$ cat src/rtl/rbd_pkg.sv
package rbd_pkg;
  typedef enum logic [2:0] {
    RG_WRAM = 3'd0,
    RG_VID  = 3'd1,
    RG_IO   = 3'd2,
    RG_CRAM = 3'd3,
    RG_ROM  = 3'd4,
    RG_NONE = 3'd5
  } region_e;

  localparam int NUM_REGIONS = 6;
endpackage

$ cat src/rtl/rbd_rst_sync.sv
module rbd_rst_sync #(
  parameter int STAGES = 2
) (
  input  logic clk,
  input  logic rst_n,
  output logic rst_sync_n
);
  logic [STAGES-1:0] sync_q;
  logic [STAGES-1:0] sync_nxt;

  always_comb sync_nxt = {sync_q[STAGES-2:0], 1'b1};

  always_ff @(posedge clk or negedge rst_n) begin
    if (!rst_n) sync_q <= '0;
    else        sync_q <= sync_nxt;
  end

  assign rst_sync_n = sync_q[STAGES-1];
endmodule

$ cat src/rtl/rbd_slot_map.sv
module rbd_slot_map
  import rbd_pkg::*;
#(
  parameter int SLOT_BITS   = 4,
  parameter int HI_W        = 7,
  parameter bit CART_RAM_EN = 1'b1
) (
  input  logic [SLOT_BITS-1:0]   slot,
  input  logic [HI_W-1:0]        ofs_hi,
  output region_e                region,
  output logic [NUM_REGIONS-1:0] hit_oh
);
  localparam int NUM_SLOTS = 1 << SLOT_BITS;

  // Class of a whole slot, expressed in sixteenths of the address space.
  function automatic region_e slot_class(input int g);
    int sixteenth;
    sixteenth = (g * 16) / NUM_SLOTS;
    if (sixteenth < 2)       return RG_WRAM;
    else if (sixteenth < 4)  return RG_VID;
    else if (sixteenth == 4) return RG_IO;
    else if (sixteenth == 5) return RG_NONE;
    else if (sixteenth < 8)  return CART_RAM_EN ? RG_CRAM : RG_NONE;
    else                     return RG_ROM;
  endfunction

  region_e slot_kind [NUM_SLOTS];

  for (genvar g = 0; g < NUM_SLOTS; g++) begin : g_slot
    assign slot_kind[g] = slot_class(g);
  end

  region_e kind;

  always_comb begin
    kind   = slot_kind[slot];
    region = kind;
    // The I/O block covers only the lowest span of its slot.
    if (kind == RG_IO && (|ofs_hi)) region = RG_NONE;
  end

  always_comb begin
    hit_oh         = '0;
    hit_oh[region] = 1'b1;
  end
endmodule

$ cat src/rtl/rbd_bus_latch.sv
module rbd_bus_latch #(
  parameter int            W       = 8,
  parameter logic [W-1:0]  RST_VAL = '0
) (
  input  logic         clk,
  input  logic         rst_n,
  input  logic         en,
  input  logic [W-1:0] d,
  output logic [W-1:0] q
);
  logic [W-1:0] q_nxt;

  always_comb q_nxt = en ? d : q;

  always_ff @(posedge clk or negedge rst_n) begin
    if (!rst_n) q <= RST_VAL;
    else        q <= q_nxt;
  end
endmodule

$ cat src/rtl/retro_bus_decoder.sv
module retro_bus_decoder
  import rbd_pkg::*;
#(
  parameter int                ADDR_W       = 16,
  parameter int                DATA_W       = 8,
  parameter int                SLOT_BITS    = 4,
  parameter int                WRAM_AW      = 11,
  parameter int                CRAM_AW      = 13,
  parameter int                IO_SPAN_W    = 5,
  parameter bit                CART_RAM_EN  = 1'b1,
  parameter logic [DATA_W-1:0] OPEN_BUS_RST = '0
) (
  input  logic               clk,
  input  logic               rst_n,
  input  logic [ADDR_W-1:0]  cpu_addr,
  input  logic [DATA_W-1:0]  cpu_wdata,
  input  logic               cpu_rd,
  input  logic               cpu_wr,
  output logic [DATA_W-1:0]  cpu_rdata,
  output logic [WRAM_AW-1:0] ram_addr,
  output logic               ram_we,
  input  logic [DATA_W-1:0]  ram_rdata,
  output logic [ADDR_W-2:0]  rom_addr,
  input  logic [DATA_W-1:0]  rom_rdata,
  output logic [CRAM_AW-1:0] cram_addr,
  output logic               cram_we,
  input  logic [DATA_W-1:0]  cram_rdata,
  output logic               vid_cs,
  output logic               io_cs,
  input  logic [DATA_W-1:0]  dev_rdata,
  output logic               map_we
);
  localparam int OFS_W = ADDR_W - SLOT_BITS;
  localparam int HI_W  = OFS_W - IO_SPAN_W;

  logic                   rst_sync_n;
  region_e                region;
  logic [NUM_REGIONS-1:0] hit_oh;
  logic                   access;
  logic                   is_read;
  logic [DATA_W-1:0]      bus_q;
  logic [DATA_W-1:0]      bus_d;

  rbd_rst_sync #(.STAGES(2)) u_rst (
    .clk        (clk),
    .rst_n      (rst_n),
    .rst_sync_n (rst_sync_n)
  );

  rbd_slot_map #(
    .SLOT_BITS   (SLOT_BITS),
    .HI_W        (HI_W),
    .CART_RAM_EN (CART_RAM_EN)
  ) u_map (
    .slot   (cpu_addr[ADDR_W-1 -: SLOT_BITS]),
    .ofs_hi (cpu_addr[OFS_W-1:IO_SPAN_W]),
    .region (region),
    .hit_oh (hit_oh)
  );

  // Local addresses: each region keeps only the low bits it decodes.
  assign ram_addr  = cpu_addr[WRAM_AW-1:0];
  assign rom_addr  = cpu_addr[ADDR_W-2:0];
  assign cram_addr = cpu_addr[CRAM_AW-1:0];

  assign access  = cpu_rd | cpu_wr;
  assign is_read = cpu_rd & ~cpu_wr;

  // Write steering. ROM space never reaches storage.
  assign ram_we  = cpu_wr & hit_oh[RG_WRAM];
  assign cram_we = cpu_wr & hit_oh[RG_CRAM];
  assign map_we  = cpu_wr & hit_oh[RG_ROM];
  assign vid_cs  = access & hit_oh[RG_VID];
  assign io_cs   = access & hit_oh[RG_IO];

  always_comb begin
    cpu_rdata = bus_q;
    if (is_read) begin
      unique case (region)
        RG_WRAM:       cpu_rdata = ram_rdata;
        RG_VID, RG_IO: cpu_rdata = dev_rdata;
        RG_CRAM:       cpu_rdata = cram_rdata;
        RG_ROM:        cpu_rdata = rom_rdata;
        default:       cpu_rdata = bus_q;
      endcase
    end
  end

  assign bus_d = cpu_wr ? cpu_wdata : cpu_rdata;

  rbd_bus_latch #(
    .W       (DATA_W),
    .RST_VAL (OPEN_BUS_RST)
  ) u_bus (
    .clk   (clk),
    .rst_n (rst_sync_n),
    .en    (access),
    .d     (bus_d),
    .q     (bus_q)
  );
endmodule

$ cat config.mk
export PLATFORM = sky130hd
export DESIGN_NAME = retro_bus_decoder
export DESIGN_NICKNAME = d
export VERILOG_FILES = /design/src/rtl/rbd_pkg.sv /design/src/rtl/rbd_rst_sync.sv /design/src/rtl/rbd_slot_map.sv /design/src/rtl/rbd_bus_latch.sv /design/src/rtl/retro_bus_decoder.sv
export SDC_FILE = /design/constraint.sdc
export NUM_CORES = 1
export LEC_CHECK = 0
export ABC_AREA = 1
export BUFFER_PORTS_ARGS = -buffer_cell sky130_fd_sc_hd__buf_2
export CELL_PAD_IN_SITES_DETAIL_PLACEMENT = 1
export CELL_PAD_IN_SITES_GLOBAL_PLACEMENT = 1
export CORE_MARGIN = 2
export CORE_UTILIZATION = 23
export CTS_CLUSTER_SIZE = 30
export DETAILED_ROUTE_END_ITERATION = 16
export GPL_TIMING_DRIVEN = 0
export PLACE_DENSITY_LB_ADDON = 0.1
export SLEW_MARGIN = 10
export SYNTH_ARGS = -nofsm -noshare
export SYNTH_HDL_FRONTEND = slang
export SYNTH_SLANG_ARGS = --single-unit
$ cat constraint.sdc
create_clock -name clk -period 1.15 [get_ports clk]
set_input_delay 0.0575 -clock clk [delete_from_list [all_inputs] [get_ports clk]]
set_output_delay 0.0575 -clock clk [all_outputs]
set_load 0.005 [all_outputs]
==> results.cfg, run 1 <==
[status]
status = finished, violations left
violations = negative setup slack

[sta]
whs_ns = 0.0710
fin_skew_ns = 0.00275
min_period_ns = 1.24
rsz0062_at_grt = true
drv_slew = 0
finalSetupViolations = 10
hold_viol_final = 0
fin_ws_ns = -0.0880
max_freq_ghz = 0.808
finalCritPeriodShare_pct = 108

[cells_and_area]
instances_no_fill = 386
nFillCells = 682
mostFrequentLayoutCells = buf_2 (96), buf_4 (52), nand2_1 (42)
area_growth_pct = 86.5
layout-drive-gt1-share_pct = 63.0
insertedDiodeCount = 0
final_nets = 377
layout_commonest_cell = buf_2

[setup_path]
cp.required_ns = 1.09
worst_ep_arrival_time_ns = 1.18
crit_path_start = cpu_addr[15]
reg2reg_depth = 5
critical_path_class = in2out
startpoint_type = input pin
cp-end-kind = output pin
r2r_start = u_bus.q[5]$_DFFE_PN0P_
worstPathMaxFanout = 4

[die]
die_w_um = 76.5
die-area_um2 = 5850
core-area_um2 = 5070
die_h_um = 76.5
rows = 26
start_util_pct = 23.8
ios = 112

[routing]
drtAntennaViolNets = 0
vias = 1682
dr.pass1.iters = 4
wl_um = 5260
viasPerCell = 4.36
drc = 0
wl_per_cell_um = 13.6
drt_iter0_drc = 34

[clocking]
cts_buffers = 3
cts_tree = done
cts-root-buf = clkbuf_8
clk_latency_ns = 0.24
ctsLongestPathBuffers = 2
clkTransAtPathRegs_ns = 0.05
cts_sinks = 10
htree_num_levels = 1

[power_and_ir_drop]
leakagePower_nw = 1.28
ir_drop_mv = 0.637
p_per_area_nw_per_um2 = 704
power_mw = 1.59

[logic_synthesis]
ys_warn_count = 0
synth_top_area_cell = buf_4
yosys.cell_types.count = 18
ys_seq_area_share_pct = 20.7
syn-cell-area_um2 = 1210
synth_top_cells_by_area = buf_4 (25%), dfrtp_1 (21%), nand2_1 (15%), nand4_1 (8.8%), inv_1 (5.6%)
synth_seq_cells = 10
netlist_instances = 190
synth.top_cell.area_share_pct = 24.8
synth.net_count = 250
avgSynthCellArea_um2 = 6.36

[place]
portBuffers = 106
hpwlAfterDp_um = 3950
dp.cells = 366
gp_congestion = 0.778

[min_path]
hold_class = in2reg
min-delay-start = cpu_wdata[7]
hold_path_depth = 3

[global_routing]
grt_pass1_wl_um = 8400
antenna_found_initial = 0
grt_max_degree = 11
first_global_vias = 1726
grtUsageTotal_pct = 17.5
grt_overflow = 0

[job]
maxCapViolCount = 0
cell usage after synthesis:
cell and count:
clkbuf_1 2, nand2_1 49, conb_1 1, nor2_2 1, nor2_1 18, inv_1 18, a21oi_1 8, a22oi_1 8
buf_4 40, nand2_2 4, nand3_1 8, nand3_2 1, nand2_4 1, nand4_1 17, or2_1 1, o21ai_2 2
nor3_1 1, dfrtp_1 10
critical path, stage by stage:
cell and delay (ns):
buf_8 0.11, inv_8 0.05, nand4_1 0.17, buf_4 0.20, o21ai_4 0.19, nand3_1 0.10
nand4_1 0.08, nand2_1 0.07, nand2_1 0.06, buf_2 0.10
power breakdown:
part           internal, mW  switching, mW
clock network         0.301          0.139
logic                 0.387          0.338
registers             0.387         0.0343
state kept, by name, summed over array words and instances, names as in the netlist:
| signal | flops |
|---|---|
| u_bus.q | 8 |
| u_rst.sync_q | 2 |
metal layers:
metal | vias up | GRT usage, % | wire length, um
met5 | - | 0 | 0
met4 | 0 | 2.73 | 14
met3 | 2 | 2.73 | 345
met2 | 73 | 31.8 | 2650
met1 | 768 | 22.1 | 2250
li1 | 839 | - | -
cell families after synthesis:
| kind of cell | synth area share (%) |
|---|---|
| DFF | 20.7 |
| buffers and inverters | 31.1 |
| AOI/OAI and AO/OA | 9.73 |
| other | 0.310 |
| and+or+nand+nor | 38.2 |
per-stage QoR:
step / TNS [ns] / instance area [um2] / setup slack, ns / utilization [%]
floorplan: 0 / 1210 / 0.167 / -
global placement: -5.74 / 1830 / -0.363 / 36.0
detailed placement: -6.08 / 1830 / -0.389 / 36.0
CTS: -0.535 / 2190 / -0.0816 / 43.1
global route: -1.66 / 2250 / -0.222 / 44.4
finish: -0.617 / 2250 / -0.0880 / 44.4
cell type report:
class                   instances  area [um2]  area share [%]
plain buffers                  42         314            13.9
clock buffers                   4        55.1            2.44
inverters                      18        80.1            3.55
multi-input cells             122         744            33.0
flip-flops and latches         10         250            11.1
well taps                      70        87.6            3.88
repair buffers                120         723            32.1
worst paths after layout:
kind,to,slack [ns]
max,cpu_rdata[4],-0.09
min,u_bus.q[7]$_DFFE_PN0P_,0.07
max reg2reg,u_bus.q[5]$_DFFE_PN0P_,0.23
min reg2reg,u_bus.q[0]$_DFFE_PN0P_,0.14
max in group asynchronous,u_bus.q[3]$_DFFE_PN0P_,0.76
min in group asynchronous,u_rst.sync_q[0]$_DFF_PN0_,0.13
what timing repair did:
item | in CTS | in global routing
hold buffers | 1 | 0
pin swaps | 16 | 11
cloned | 2 | 0
endpoints found under the hold margin | 2 | 0
buffers inserted | 11 | 4
gates resized for setup | 57 | 15
endpoints found under the setup margin | 19 | 10
No activity file was read; power rests on OpenSTA's default activity.
==> run 2, diff against run 1 <==
BUFFER_PORTS_ARGS = -buffer_cell sky130_fd_sc_hd__clkbuf_2   (was -buffer_cell sky130_fd_sc_hd__buf_2)
CTS_BUF_LIST = sky130_fd_sc_hd__clkbuf_8   (was unset)
REMOVE_ABC_BUFFERS = 1   (was unset)
==> results.cfg, run 2 (synthesized netlist as in run 1, its figures left out) <==
[die]
rows = 26
ios = 112
start_util_pct = 23.8
die_w_um = 76.5
die-area_um2 = 5850
die_h_um = 76.5
core-area_um2 = 5070

[sta]
fin_skew_ns = 0.000230
finalCritPeriodShare_pct = 114
rsz0062_at_grt = true
max_freq_ghz = 0.766
fin_ws_ns = -0.156
hold_viol_final = 0
min_period_ns = 1.31
finalSetupViolations = 11
drv_slew = 0

[cells_and_area]
largest_registers = u_bus.q (8), u_rst.sync_q (2)
final_nets = 329
instances_no_fill = 338
regMostFlops = u_bus.q
layout_commonest_cell = clkbuf_2
nFillCells = 656
multiInputGateArea_um2 = 779
final_util_pct = 40.1
layout-drive-gt1-share_pct = 57.5
register_area_um2 = 250
insertedDiodeCount = 0
mostFrequentLayoutCells = clkbuf_2 (75), nand2_1 (44), buf_4 (19)
largest_reg_flops = 8
area_growth_pct = 68.4
fin_area_um2 = 2040

[routing]
vias = 1553
drtAntennaViolNets = 0
drt_iter0_drc = 33
wl_per_cell_um = 15.5
drc = 0
wl_um = 5240
viasPerCell = 4.59
dr.pass1.iters = 4

[clocking]
ctsLongestPathBuffers = 2
clk_latency_ns = 0.23
cts_sinks = 10
cts_tree = done
cts-root-buf = clkbuf_8
htree_num_levels = 1
cts_buffers = 3
clkTransAtPathRegs_ns = 0.05

[status]
status = finished, violations left
violations = negative setup slack

[min_path]
hold_path_depth = 3
hold-path-endpoint = u_bus.q[6]$_DFFE_PN0P_
hold_class = in2reg
min-delay-start = cpu_wdata[6]

[place]
hpwlAfterDp_um = 3640
gp_congestion = 0.765
dp.cells = 309
portBuffers = 91
place_area_um2 = 1440

[setup_path]
reg2reg_depth = 6
cp-end-kind = output pin
worstPathMaxFanout = 4
r2r_start = u_bus.q[1]$_DFFE_PN0P_
rrSetupSlack_ns = 0.10
critical_path_class = in2out
startpoint_type = input pin
worst_ep_arrival_time_ns = 1.25
worstReg2RegEnd = u_bus.q[1]$_DFFE_PN0P_
cp.required_ns = 1.09

[global_routing]
antenna_found_initial = 0
grt_pass1_wl_um = 7890
grt_max_degree = 12
grt_overflow = 0
grtUsageTotal_pct = 16.8
first_global_vias = 1570

[power_and_ir_drop]
power_mw = 1.51
ir_drop_mv = 0.504
leakagePower_nw = 1.11
p_per_area_nw_per_um2 = 742

[job]
maxCapViolCount = 0
==> run 2: report_power, final <==
part	total [mW]	internal (mW)	leakage, nW	switching (mW)
combinational	0.657	0.327	0.956	0.331
clock	0.431	0.300	0.0288	0.131
sequential	0.423	0.387	0.121	0.0362
==> run 2: timing repair <==
item,4_1_cts,5_1_grt
cloned,1,2
hold buffers,1,0
setup buffers,10,11
gates resized for setup,48,35
setup endpoints to repair,20,11
endpoints found under the hold margin,2,0
pin swaps,11,17
==> run 2: final cells by class <==
| cell class | count | share of cell area (%) |
|---|---|---|
| multi-input combinational | 123 | 38.3 |
| timing repair buffer | 113 | 37.6 |
| clock buffer | 4 | 2.70 |
| sequential | 10 | 12.3 |
| inverter | 18 | 4.86 |
| tap | 70 | 4.30 |
==> run 2: through the flow <==
step | setup TNS, ns | worst slack (ns) | hold WS (ns)
finish | -1.13 | -0.156 | 0.0752
detailed placement | -5.57 | -0.393 | -0.153
CTS | -0.889 | -0.127 | 0.0757
floorplan | 0 | 0.167 | -0.238
global route | -2.21 | -0.268 | 0.0797
global placement | -5.91 | -0.394 | -0.153
==> run 2: how the worst max path moves through the flow <==
stage                            start                      to  slack [ns]  depth (start not counted)
after floorplan           cpu_addr[15]  u_bus.q[0]$_DFFE_PN0P_        0.17                          8
after global placement    cpu_addr[15]            cpu_rdata[0]       -0.39                          9
after detailed placement  cpu_addr[15]            cpu_rdata[0]       -0.39                          9
after CTS                 cpu_addr[13]            cpu_rdata[7]       -0.13                         10
after global routing      cpu_addr[15]            cpu_rdata[3]       -0.27                         10
final                     cpu_addr[15]            cpu_rdata[3]       -0.16                         10
==> run 2: routing by layer <==
layer	vias up	GRT usage [%]	part of all wire, %
li1	747	-	-
met1	724	19.5	39
met2	72	30.8	53
met3	10	4.62	5.5
met4	0	3.64	2.0
met5	-	0	0
==> run 2: critical path: stages <==
cell and delay (ns):
clkbuf_16 0.13, clkinv_8 0.05, nand4_1 0.15, buf_4 0.20
o21ai_4 0.21, nand3_1 0.10, nand4_1 0.08, nand2_1 0.08
nand2_1 0.07, clkbuf_2 0.11
==> run 3, diff against run 2 <==
CORE_UTILIZATION = 24   (was 23)
SYNTH_HIERARCHICAL = 1   (was unset)
clock period = 1.2 ns   (was 1.15 ns; I/O delays follow)
==> results.cfg, run 3 <==
[sta]
fin_skew_ns = 0.000501
final.setup.tns_ns = -5.89
whs_ns = 0.120
min_period_ns = 1.68
max_freq_ghz = 0.594
finalSetupViolations = 16
finalCritPeriodShare_pct = 140
drv_slew = 0
hold_viol_final = 0
fin_ws_ns = -0.485
rsz0062_at_grt = true

[global_routing]
grtUsageTotal_pct = 14.6
grt_pass1_wl_um = 8510
antenna_found_initial = 0
grt_overflow = 0
first_global_vias = 1763
grt_max_degree = 16

[cells_and_area]
mostFrequentLayoutCells = clkbuf_2 (78), nand2_1 (60), inv_1 (21), buf_4 (21), inv_2 (16)
regMostFlops = u_bus/q
layout_commonest_cell = clkbuf_2
largest_reg_flops = 8
insertedDiodeCount = 0
area_growth_pct = 55.1
layout-drive-gt1-share_pct = 59.5
final_nets = 403
fin_area_um2 = 2430
largest_registers = u_bus/q (8), u_rst/sync_q (2)

[die]
start_util_pct = 24.8
ios = 112
core-area_um2 = 6310
die_w_um = 84.8
die-area_um2 = 7180
die_h_um = 84.8
rows = 29

[setup_path]
startpoint_type = input pin
critical_path_class = in2out
crit_chain = buf_8 -> inv_2 -> nand2_2 -> nor2_4 -> nand2_4 -> a21oi_4 -> buf_12 -> nor2_8 -> nor2_4 -> nor2_4 -> or2_1 -> and2_4 -> buf_6
cp_slowest_stage_delay_ns = 0.23
worst_ep_arrival_time_ns = 1.62
cpMaxStageDelayCell = or2_1
cp.required_ns = 1.14
cpMostUsedCell = nor2_4
worstPathMaxFanout = 7
crit_buf_inv = 4
cp-end-kind = output pin
cp_top_family = simple AND/OR/NAND/NOR gates

[power_and_ir_drop]
leakagePower_nw = 1.38
ir_drop_mv = 0.582
p_per_area_nw_per_um2 = 692

[clocking]
cts-root-buf = clkbuf_8
htree_num_levels = 1
cts_buffers = 3
cts_tree = done
clk_latency_ns = 0.23
cts_sinks = 10
ctsLongestPathBuffers = 2

[routing]
viasPerCell = 4.31
dr.pass1.iters = 4
wl_um = 5360
vias = 1802
drtAntennaViolNets = 0
drc = 0
wl_per_cell_um = 12.8
drt_iter0_drc = 29

[logic_synthesis]
syn-cell-area_um2 = 1570
avgSynthCellArea_um2 = 5.93
ys_warn_count = 6
netlist_instances = 264

[min_path]
hold_class = in2out

[job]
maxCapViolCount = 0

[place]
gp_congestion = 0.721
place_area_um2 = 1740
portBuffers = 91
hpwlAfterDp_um = 3760

[status]
status = finished, violations left
violations = negative setup slack
-- run 3: worst register-to-register path, stage by stage, from the launching register on --
cell and delay [ns]:
dfrtp_1 0.37, or2_1 0.24, buf_4 0.14, nand3_2 0.05, nand2_1 0.06, nand2_1 0.06, nand2_1 0.05
-- run 3: area by class of cell --
type	count	area, um2
flip-flops and latches	10	250
well taps	77	96.3
clock buffers	3	41.3
fillers	854	3890
multi-input cells	166	1050
inverters	40	163
repair buffers	121	823
repair inverters	1	3.75
-- run 3: path summary, 6_finish.rpt --
path                                          end                       from  slack (ns)  cells after the start
max in group asynchronous  u_bus/q[6]$_DFFE_PN0P_  u_rst/sync_q[1]$_DFF_PN0_        0.83                      0
min in group asynchronous  u_bus/q[5]$_DFFE_PN0P_  u_rst/sync_q[1]$_DFF_PN0_        0.13                      0
hold reg to reg            u_bus/q[5]$_DFFE_PN0P_  u_rst/sync_q[1]$_DFF_PN0_        0.13                      0
setup reg to reg           u_bus/q[5]$_DFFE_PN0P_     u_bus/q[5]$_DFFE_PN0P_        0.12                      6
setup / recovery                     cpu_rdata[5]                cpu_addr[6]       -0.48                     13
hold / removal                       cram_addr[0]                cpu_addr[0]        0.12                      0
-- run 3: repair_timing --
| action | 4_1_cts | 5_1_grt |
|---|---|---|
| pin swaps | 28 | 43 |
| gates resized for setup | 34 | 82 |
| buffers inserted | 17 | 11 |
| hold endpoints to repair | 2 | 0 |
| setup endpoints to repair | 16 | 19 |
| hold buffers | 1 | 0 |
| cloned | 2 | 1 |
-- run 3: per-layer routing --
metal	vias to the layer above	wire length [um]	share of wire (%)	global-route usage [%]
li1	919	-	-	-
met1	820	2270	42	18.3
met2	61	2660	50	24.6
met3	2	417	7.8	5.41
met4	0	15	0.28	2.16
met5	-	0	0	0
-- run 3: power breakdown --
| group | internal, mW | switching (mW) |
|---|---|---|
| sequential | 0.378 | 0.0233 |
| combinational | 0.478 | 0.473 |
| clock | 0.218 | 0.110 |
| total | 1.07 | 0.606 |
-- run 3: stage by stage --
stage                     worst slack (ns)  cells  utilization [%]  power, mW
final                               -0.485    418             38.4       1.68
after global routing                -0.569    418             38.4       1.83
after CTS                           -0.518    406             32.9       1.53
after detailed placement             -1.34    383             27.6       1.04
after global placement               -1.31    383             27.6       1.04
after floorplan                     -0.682    215                -      0.744
